[src/rtl/ralu_pkg.sv]
package ralu_pkg;

   typedef enum logic [2:0] {
      OP_AND = 3'b000,
      OP_OR  = 3'b001,
      OP_ADD = 3'b010,
      OP_SUB = 3'b110,
      OP_SLT = 3'b111
   } alu_op_e;

   typedef enum logic [1:0] {
      SEL_AND  = 2'd0,
      SEL_OR   = 2'd1,
      SEL_SUM  = 2'd2,
      SEL_LESS = 2'd3
   } slice_sel_e;

endpackage

[src/rtl/ralu_decode.sv]
module ralu_decode
   import ralu_pkg::*;
(
   input  logic [2:0] op_i,
   output slice_sel_e sel_o,
   output logic       binv_o,
   output logic       valid_o,
   output logic       arith_o
);

   always_comb begin
      sel_o   = SEL_AND;
      valid_o = 1'b1;
      arith_o = 1'b0;
      unique case (op_i)
         OP_AND: sel_o = SEL_AND;
         OP_OR:  sel_o = SEL_OR;
         OP_ADD: begin sel_o = SEL_SUM;  arith_o = 1'b1; end
         OP_SUB: begin sel_o = SEL_SUM;  arith_o = 1'b1; end
         OP_SLT: begin sel_o = SEL_LESS; arith_o = 1'b1; end
         default: valid_o = 1'b0;
      endcase
   end

   // top opcode bit is both the invert control and the carry into bit 0
   assign binv_o = op_i[2];

endmodule

[src/rtl/ralu_slice.sv]
module ralu_slice
   import ralu_pkg::*;
(
   input  logic       a_i,
   input  logic       b_i,
   input  logic       binv_i,
   input  logic       cin_i,
   input  logic       less_i,
   input  slice_sel_e sel_i,
   output logic       res_o,
   output logic       sum_o,
   output logic       cout_o
);

   logic bx;

   assign bx     = b_i ^ binv_i;
   assign sum_o  = a_i ^ bx ^ cin_i;
   assign cout_o = (a_i & bx) | (a_i & cin_i) | (bx & cin_i);

   always_comb begin
      unique case (sel_i)
         SEL_AND:  res_o = a_i & bx;
         SEL_OR:   res_o = a_i | bx;
         SEL_SUM:  res_o = sum_o;
         SEL_LESS: res_o = less_i;
         default:  res_o = 1'b0;
      endcase
   end

endmodule

[src/rtl/ralu_ovf.sv]
module ralu_ovf (
   input  logic a_msb_i,
   input  logic bx_msb_i,
   input  logic sum_msb_i,
   output logic ovf_o,
   output logic set_o
);

   // operands of equal effective sign whose sum flips sign
   assign ovf_o = (a_msb_i == bx_msb_i) && (sum_msb_i != a_msb_i);
   // sign of the true difference, corrected for overflow
   assign set_o = sum_msb_i ^ ovf_o;

endmodule

[src/rtl/ralu_core.sv]
module ralu_core
   import ralu_pkg::*;
#(
   parameter int WIDTH = 32
) (
   input  logic [2:0]       op_i,
   input  logic [WIDTH-1:0] a_i,
   input  logic [WIDTH-1:0] b_i,
   output logic [WIDTH-1:0] result_o,
   output logic             zero_o,
   output logic             ovf_o,
   output logic             carry_o
);

   localparam int MSB = WIDTH - 1;

   if (WIDTH < 2) begin : g_width_check
      $error("ralu_core: WIDTH must be at least 2");
   end

   slice_sel_e       sel;
   logic             binv, op_valid, arith;
   logic [WIDTH:0]   carry;
   logic [WIDTH-1:0] sum_w, res_w, less_w;
   logic             ovf_raw, set_w;

   ralu_decode u_dec (
      .op_i    (op_i),
      .sel_o   (sel),
      .binv_o  (binv),
      .valid_o (op_valid),
      .arith_o (arith)
   );

   assign carry[0] = binv;

   for (genvar i = 0; i < WIDTH; i++) begin : g_slice
      if (i == 0) begin : g_lsb
         assign less_w[i] = set_w;
      end else begin : g_upper
         assign less_w[i] = 1'b0;
      end
      ralu_slice u_bit (
         .a_i    (a_i[i]),
         .b_i    (b_i[i]),
         .binv_i (binv),
         .cin_i  (carry[i]),
         .less_i (less_w[i]),
         .sel_i  (sel),
         .res_o  (res_w[i]),
         .sum_o  (sum_w[i]),
         .cout_o (carry[i+1])
      );
   end

   ralu_ovf u_ovf (
      .a_msb_i   (a_i[MSB]),
      .bx_msb_i  (b_i[MSB] ^ binv),
      .sum_msb_i (sum_w[MSB]),
      .ovf_o     (ovf_raw),
      .set_o     (set_w)
   );

   assign result_o = op_valid ? res_w : '0;
   assign zero_o   = ~|result_o;
   assign ovf_o    = arith & ovf_raw;
   assign carry_o  = arith & carry[WIDTH];

   always_comb begin
      if (op_i == OP_AND)
         a_r1_and_bits: assert (result_o == (a_i & b_i));
      if (op_i == OP_ADD)
         a_r2_add_sum: assert ({carry_o, result_o} == ({1'b0, a_i} + {1'b0, b_i}));
      if (op_i == OP_SUB)
         a_r3_sub_diff: assert (result_o == (a_i - b_i));
      if (op_i == OP_SLT)
         a_r4_slt_word: assert (result_o == {{(WIDTH-1){1'b0}}, ($signed(a_i) < $signed(b_i))});
      if (op_i == OP_SUB)
         a_r5_eq_zero: assert (zero_o == (a_i == b_i));
      if (op_i == OP_AND || op_i == OP_OR)
         a_r6_logic_no_ovf: assert (!ovf_o && !carry_o);
      if (op_i == 3'b011 || op_i == 3'b100 || op_i == 3'b101)
         a_r8_illegal_quiet: assert (result_o == '0 && !ovf_o && !carry_o && zero_o);
   end

endmodule

[config.mk]
export PLATFORM = sky130hd
export DESIGN_NAME = ralu_core
export DESIGN_NICKNAME = d
export VERILOG_FILES = /design/src/rtl/ralu_pkg.sv /design/src/rtl/ralu_decode.sv /design/src/rtl/ralu_slice.sv /design/src/rtl/ralu_ovf.sv /design/src/rtl/ralu_core.sv
export SDC_FILE = /design/constraint.sdc
export NUM_CORES = 1
export LEC_CHECK = 0
export BUFFER_PORTS_ARGS = -buffer_cell sky130_fd_sc_hd__buf_2
export CORE_AREA = 5 5 96 75
export DETAILED_ROUTE_END_ITERATION = 6
export DIE_AREA = 0 0 101 80
export GPL_TIMING_DRIVEN = 0
export PLACE_DENSITY = 0.95
export SLEW_MARGIN = 5
export SYNTH_ARGS = -nofsm -noshare
export SYNTH_HDL_FRONTEND = slang
export SYNTH_HIERARCHICAL = 1
export SYNTH_SLANG_ARGS = --single-unit
[constraint.sdc]
create_clock -name vclk -period 38.8
set_clock_uncertainty 0.05 [all_clocks]
set_input_delay 3.88 -clock vclk [all_inputs]
set_output_delay 3.88 -clock vclk [all_outputs]
set_load 0.01 [all_outputs]
# ---- Word level (Yosys, flattened, before mapping)
# Index checks and enable logic that the tools add are counted.
dict set report word_totals {
  output_inout_bits 35
  wordCells 344
  input_bits 67
  register_bits 0
}
dict set report classes {
  bitwise_logic 291
  eq_ne 9
  n_reduce_logical 8
  muxes 36
}
# operator count
set ops {}
lappend ops {{one-hot mux 1 bit (4 select lines)} 32}
lappend ops {{AND 1 bit} 98}
lappend ops {{XOR 1 bit} 97}
lappend ops {{bitwise OR 1 bit} 96}
lappend ops {{2-to-1 mux 32 bit} 1}
lappend ops {{OR reduction 32 bit} 1}
lappend ops {{== test 3 bit (second input constant)} 2}
lappend ops {{one-hot mux 2 bit (3 select lines)} 1}
lappend ops {{OR reduction 5 bit} 1}
lappend ops {{== test 2 bit (second input constant)} 2}
lappend ops {{== test 3 x 1 -> 1 bit (second input constant)} 1}
lappend ops {{== test 3 x 2 -> 1 bit (second input constant)} 1}
lappend ops {{zero test 3 bit} 1}
lappend ops {{OR reduction 3 bit} 1}
lappend ops {{== test 2 x 1 -> 1 bit (second input constant)} 1}
lappend ops {{zero test 2 bit} 1}
lappend ops {{2-to-1 mux 1 bit} 2}
lappend ops {{OR reduction 2 bit} 1}
lappend ops {{== test 1 bit} 1}
lappend ops {{logical AND 1 bit} 1}
lappend ops {{zero test 1 bit} 1}
lappend ops {{!= test 1 bit} 1}

# ---- Logic depth before layout (Yosys ltp)
dict set report logic_depth {
  word_depth 102
  ltp_mapped 103
  ltp_nobuf 102
}

# ---- By module
# The synthesis kept the hierarchy.
# mod cells_per_inst area_per_inst_um2 n_inst seq_area_each_um2
set modules_own_cells {}
lappend modules_own_cells {ralu_slice 11 98.8 32 0.0}
lappend modules_own_cells {ralu_core 50 331.6 1 0.0}
lappend modules_own_cells {ralu_decode 8 56.3 1 0.0}
lappend modules_own_cells {ralu_ovf 4 27.5 1 0.0}

# ---- Worst setup path before layout
# No wires, ideal clock.
dict set report synth_timing {
  path_kind {input to output}
  startpoint {input op_i[2]}
  endpoint {output zero_o}
  path_stages 103
  required_time_ps 34870
  slack_ps 14023
  n_path_buf 1
  arrival_ps 20847
  cell_sequence {buf_4 > xor2_1 > inv_1 > fa_1 > inv_1 > inv_1 > fa_1 > inv_1 > inv_1 > fa_1 > inv_1 > inv_1 > fa_1 > inv_1 > inv_1 > fa_1 > inv_1 > inv_1 > [... 67 more ...] > inv_1 > inv_1 > fa_1 > inv_1 > inv_1 > fa_1 > inv_1 > inv_1 > fa_1 > inv_1 > inv_1 > fa_1 > inv_1 > maj3_2 > mux4_2 > nor4_2 > nand4_1 > o21ai_1}
}
dict set report synth_between {
  elab_chain_cells 102
  elab_cells_between_ends 336
  classes_between {eq/ne: 9; mux: 35; bitwise: 285; reduce/logical: 7}
}
# element line_no
set synth_rtl {}
lappend synth_rtl {{from (decl)} ralu_core.sv:6} ;# input logic [2:0] op_i,
lappend synth_rtl {{XOR 1 bit} ralu_slice.sv:17} ;# assign bx = b_i ^ binv_i;
lappend synth_rtl {{AND 1 bit} ralu_slice.sv:19} ;# assign cout_o = (a_i & bx) | (a_i & cin_i) | (bx & cin_i);
lappend synth_rtl {{bitwise OR 1 bit} ralu_slice.sv:19}
lappend synth_rtl {{bitwise OR 1 bit *} ralu_slice.sv:19}
lappend synth_rtl {{named net carry[1]} ralu_core.sv:23} ;# logic [WIDTH:0] carry;
lappend synth_rtl {{AND 1 bit} ralu_slice.sv:19}
lappend synth_rtl {{bitwise OR 1 bit} ralu_slice.sv:19}
lappend synth_rtl {{bitwise OR 1 bit *} ralu_slice.sv:19}
lappend synth_rtl {{named net carry[2]} ralu_core.sv:23}
lappend synth_rtl {{[... 3 more ...]} n/a}
lappend synth_rtl {{named net carry[3]} ralu_core.sv:23}
lappend synth_rtl {{[... 3 more ...]} n/a}
lappend synth_rtl {{named net carry[4]} ralu_core.sv:23}
lappend synth_rtl {{[... 3 more ...]} n/a}
lappend synth_rtl {{named net carry[5]} ralu_core.sv:23}
lappend synth_rtl {{[... 3 more ...]} n/a}
lappend synth_rtl {{named net carry[6]} ralu_core.sv:23}
lappend synth_rtl {{[... 3 more ...]} n/a}
lappend synth_rtl {{named net carry[7]} ralu_core.sv:23}
lappend synth_rtl {{[... 3 more ...]} n/a}
lappend synth_rtl {{named net carry[8]} ralu_core.sv:23}
lappend synth_rtl {{[... 3 more ...]} n/a}
lappend synth_rtl {{named net carry[9]} ralu_core.sv:23}
lappend synth_rtl {{[... 3 more ...]} n/a}
lappend synth_rtl {{named net carry[10]} ralu_core.sv:23}
lappend synth_rtl {{[... 3 more ...]} n/a}
lappend synth_rtl {{named net carry[11]} ralu_core.sv:23}
lappend synth_rtl {{[... 3 more ...]} n/a}
lappend synth_rtl {{named net carry[12]} ralu_core.sv:23}
lappend synth_rtl {{[... 3 more ...]} n/a}
lappend synth_rtl {{named net carry[13]} ralu_core.sv:23}
lappend synth_rtl {{[... 3 more ...]} n/a}
lappend synth_rtl {{named net carry[14]} ralu_core.sv:23}
lappend synth_rtl {{[... 3 more ...]} n/a}
lappend synth_rtl {{named net carry[15]} ralu_core.sv:23}
lappend synth_rtl {{[... 3 more ...]} n/a}
lappend synth_rtl {{named net carry[16]} ralu_core.sv:23}
lappend synth_rtl {{[... 3 more ...]} n/a}
lappend synth_rtl {{named net carry[17]} ralu_core.sv:23}
lappend synth_rtl {{[... 3 more ...]} n/a}
lappend synth_rtl {{named net carry[18]} ralu_core.sv:23}
lappend synth_rtl {{[... 3 more ...]} n/a}
lappend synth_rtl {{named net carry[19]} ralu_core.sv:23}
lappend synth_rtl {{[... 3 more ...]} n/a}
lappend synth_rtl {{named net carry[20]} ralu_core.sv:23}
lappend synth_rtl {{[... 3 more ...]} n/a}
lappend synth_rtl {{named net carry[21]} ralu_core.sv:23}
lappend synth_rtl {{[... 3 more ...]} n/a}
lappend synth_rtl {{named net carry[22]} ralu_core.sv:23}
lappend synth_rtl {{[... 3 more ...]} n/a}
lappend synth_rtl {{named net carry[23]} ralu_core.sv:23}
lappend synth_rtl {{[... 3 more ...]} n/a}
lappend synth_rtl {{named net carry[24]} ralu_core.sv:23}
lappend synth_rtl {{[... 3 more ...]} n/a}
lappend synth_rtl {{named net carry[25]} ralu_core.sv:23}
lappend synth_rtl {{[... 3 more ...]} n/a}
lappend synth_rtl {{named net carry[26]} ralu_core.sv:23}
lappend synth_rtl {{[... 3 more ...]} n/a}
lappend synth_rtl {{named net carry[27]} ralu_core.sv:23}
lappend synth_rtl {{[... 3 more ...]} n/a}
lappend synth_rtl {{named net carry[28]} ralu_core.sv:23}
lappend synth_rtl {{[... 3 more ...]} n/a}
lappend synth_rtl {{named net carry[29]} ralu_core.sv:23}
lappend synth_rtl {{[... 3 more ...]} n/a}
lappend synth_rtl {{named net carry[30]} ralu_core.sv:23}
lappend synth_rtl {{[... 3 more ...]} n/a}
lappend synth_rtl {{named net carry[31]} ralu_core.sv:23}
lappend synth_rtl {{[... 1 more ...]} n/a}
lappend synth_rtl {{named net sum_w[31]} ralu_core.sv:24} ;# logic [WIDTH-1:0] sum_w, res_w, less_w;
lappend synth_rtl {{[... 1 more ...]} n/a}
lappend synth_rtl {{logical AND 1 bit} ralu_ovf.sv:10} ;# assign ovf_o = (a_msb_i == bx_msb_i) && (sum_msb_i != a_msb_i);
lappend synth_rtl {{XOR 1 bit *} ralu_ovf.sv:12} ;# assign set_o = sum_msb_i ^ ovf_o;
lappend synth_rtl {{named net set_w} ralu_core.sv:25} ;# logic ovf_raw, set_w;
lappend synth_rtl {{one-hot mux 1 bit (4 select lines) *} ralu_slice.sv:22} ;# unique case (sel_i)
lappend synth_rtl {{named net res_w[0]} ralu_core.sv:24}
lappend synth_rtl {{2-to-1 mux 32 bit *} ralu_core.sv:64} ;# assign result_o = op_valid ? res_w : '0;
lappend synth_rtl {{OR reduction 32 bit *} ralu_core.sv:65} ;# assign zero_o = ~|result_o;
lappend synth_rtl {{zero test 1 bit *} ralu_core.sv:65}
lappend synth_rtl {{to (decl)} ralu_core.sv:10} ;# output logic zero_o,
# Mark *: on every way through the listed nets, which the timed path passes. The rest lies on a longest branch.

# ---- Worst setup path in the final report
# Same ends and word-level chain as after synthesis.

==> flow_results.org <==
** Logic synthesis
- Avg Cell Area, Syn :: 8.644 um^2
- Netlist Area Pre-Place :: 3578 um^2
- By area, the combinational part of the netlist is dominated by adder cells.
- XOR/XNOR Fraction of Synth Area :: 8.322%
- Counting every instance in the synthesized netlist gives 414.
- Distinct cell type count after synthesis :: 23
- Share of synthesized cell area in and, or, nand and nor gates :: 9.091%
- Of the total synthesized cell area, the portion taken by full adders, half adders and majority gates is 40.59%.
- The synthesized netlist devotes 0.9441% of its cell area to compound gates.
- Total number of yosys warnings :: 6
- Post-synthesis mux area share :: 20.14%
- Sequential cells were found to cover 0% of the synthesized design area.

** Floorplanning
- Die Y :: 80 um
- Starting Density :: 58.07%
- The die covers 8080 um^2.
- In this run the count of I/O pins placed on the die edge is 102.
- # rows :: 25
- Die W :: 101 um
- Core Region :: 6162 um^2

** Global routing
- The number of global-route vias before repair is 3192.
- Global-route wire length before repair :: 13480 um
- Total grt overflow :: 0
- Entering global routing, the biggest net connects 35 pins.
- Antenna violations before repair :: 0
- Across every metal layer, demand over resource in global routing totals 20.79%.

** Setup path
- Category of the worst setup path launch point :: primary input
- Arrival time of the worst setup path :: 22220 ps
- The critical path in this run is classified as in -> out.
- The worst setup path is captured at an output pin.
- Top cell by count, worst path :: sky130_fd_sc_hd__inv_1
- For the worst setup path, the data required time is 34870 ps.
- The largest single stage delay on the critical path is 500 ps.
- The slowest stage of the critical path belongs to the cell sky130_fd_sc_hd__fa_1.
- Along the worst path, the maximum fanout reaches 34.

** Drt
- Dividing the detail-routed via count by the number of cells gives 4.727.
- The final layout contains routed wiring with a total length of 8308 um.
- After the first detailed-routing iteration, the DRC count stood at 56.
- Number of routed nets with antenna violations :: 0
- Router iterations before antenna repair :: 6
- After detailed routing, the number of remaining DRC violations is 0.
- After detailed routing, the average wire length per cell comes to 13.21 um.
- The routed layout has 2973 vias.

** Final layout
- The area growth from synthesis to layout is 22.13%.
- At the end of the flow the core is filled with cells to 70.92%.
- At the end of the flow, the number of nets in the layout was 713.
- In the layout the commonest cells are sky130_fd_sc_hd__inv_1 (193), sky130_fd_sc_hd__buf_2 (103), sky130_fd_sc_hd__ha_1 (64).
- Final std cell area, no fill :: 4370 um^2
- Antenna fix cells :: 0
- Layout clock buffers :: 0
- The design has 0 sequential cells.
- Ratio of cells with drive above 1 in the final layout :: 26.64%
- Most frequent standard cell in the layout excluding fill and tap cells :: sky130_fd_sc_hd__inv_1
- Sequential cell area :: 0 um^2

** Placed design
- The wire-length estimate of the detail-placed layout is 7377 um.
- Placed Area :: 4370 um^2
- Input and output buffers added on the ports amount to 102.
- Weighted congestion reported at the end of routability-driven placement :: 0.7687

** STA
- For the pin with the worst max-slew slack, the measured transition is 803.7 ps.
- The clock period could shrink to 26150 ps.
- Final sum of negative setup slack :: 0 ps
- Setup repair after global routing left no endpoint under its margin.
- The hold violation count in the final report was 0.
- Hold slack :: 8198 ps
- Final period util :: 67.39%
- Final setup violating endpoints :: 0
- Maximum clock frequency :: 38.25 MHz
- The count of final max-slew check failures was 0.
- Headroom to the max-slew limit came out at 46.29%.

** Clock network
- Post-CTS setup buffers :: 0
- For this design, the CTS-stage hold fixing added 0 buffers.
- Number of cells upsized or downsized after cts :: 0

** Job
- Number of max-capacitance violations reported :: 0

** Min path
- The path class of the tightest hold or removal check is in -> out.

** Run status
- The flow ran to the end, and the final reports show no timing, DRC or antenna violations.

** Power and ir drop
- Power spread over the standard cell area amounts to 16.57 nW/um^2.
- VDD sags by at most 0.000008593 V.
- LEAKAGE :: 2.710 nW
- Summing internal, switching and leakage power gives 0.07242 mW.
logic make-up (layout without fill, tap and decap cells):
| family | Yosys count | after routing |
|---|---|---|
| fa+ha+maj | 97 | 97 |
| other cells | 1 | 31 |
| compound gates | 5 | 5 |
| simple gates | 48 | 48 |
| xor+xnor | 34 | 34 |
| mux | 32 | 32 |
| buf+inv | 197 | 301 |
power by group:
part           internal, mW  total [mW]  switching [mW]
logic                0.0337      0.0724          0.0387
registers                 0           0               0
clock network             0           0               0
final timing paths:
path    start       to  slack (ps)  cells after the start
max   op_i[2]   zero_o       12650                    105
min   op_i[0]  carry_o        8200                      4
stage by stage:
stage	worst slack, ps	instances
after floorplan	14020	444
after global placement	12830	627
after detailed placement	12510	629
after CTS	12480	629
after global routing	11450	629
final	12650	629
routing by layer:
layer	up-vias	track usage (%)	wire length (um)
met1	1467	22.31	2998
met3	14	0.3493	402
li1	1410	-	-
met2	82	44.81	4776
met5	-	0	0
met4	0	3.586	131
area by class of cell:
class                      instances  area [um^2]
tap                               81        101.3
timing repair buffer             104        565.5
fill                             503         1792
buffer                             4        20.02
multi-input combinational        247         2959
inverter                         193        724.4
cell usage after synthesis:
| master | number | area [um^2] |
|---|---|---|
| sky130_fd_sc_hd__a21boi_0 | 2 | 15.01 |
| sky130_fd_sc_hd__and2_1 | 34 | 212.7 |
| sky130_fd_sc_hd__and2_2 | 1 | 7.510 |
| sky130_fd_sc_hd__buf_2 | 1 | 5.000 |
| sky130_fd_sc_hd__buf_4 | 1 | 7.510 |
| sky130_fd_sc_hd__clkbuf_1 | 2 | 7.510 |
| sky130_fd_sc_hd__conb_1 | 1 | 3.750 |
| sky130_fd_sc_hd__fa_1 | 32 | 640.6 |
| sky130_fd_sc_hd__ha_1 | 64 | 800.8 |
| sky130_fd_sc_hd__inv_1 | 193 | 724.4 |
| sky130_fd_sc_hd__maj3_2 | 1 | 11.26 |
| sky130_fd_sc_hd__mux4_2 | 32 | 720.7 |
| sky130_fd_sc_hd__nand2_1 | 1 | 3.750 |
| sky130_fd_sc_hd__nand2b_1 | 1 | 6.260 |
| sky130_fd_sc_hd__nand3b_1 | 1 | 7.510 |
| sky130_fd_sc_hd__nand4_1 | 2 | 12.51 |
| sky130_fd_sc_hd__nor4_1 | 4 | 25.02 |
| sky130_fd_sc_hd__nor4_2 | 4 | 50.05 |
| sky130_fd_sc_hd__o21a_1 | 1 | 7.510 |
| sky130_fd_sc_hd__o21ai_1 | 1 | 5.000 |
| sky130_fd_sc_hd__o22ai_1 | 1 | 6.260 |
| sky130_fd_sc_hd__xnor2_1 | 1 | 8.760 |
| sky130_fd_sc_hd__xor2_1 | 33 | 289.0 |
critical path: cells and delay by family:
kind | cells | cell delay (ps)
adder cells (fa/ha/maj) | 33 | 12610
buffers and inverters | 67 | 4380
multiplexers | 1 | 500
AND/OR/NAND/NOR | 2 | 470
XOR/XNOR | 1 | 250
AO/OA/AOI/OAI | 1 | 170
No activity file was read; power rests on OpenSTA's default activity.
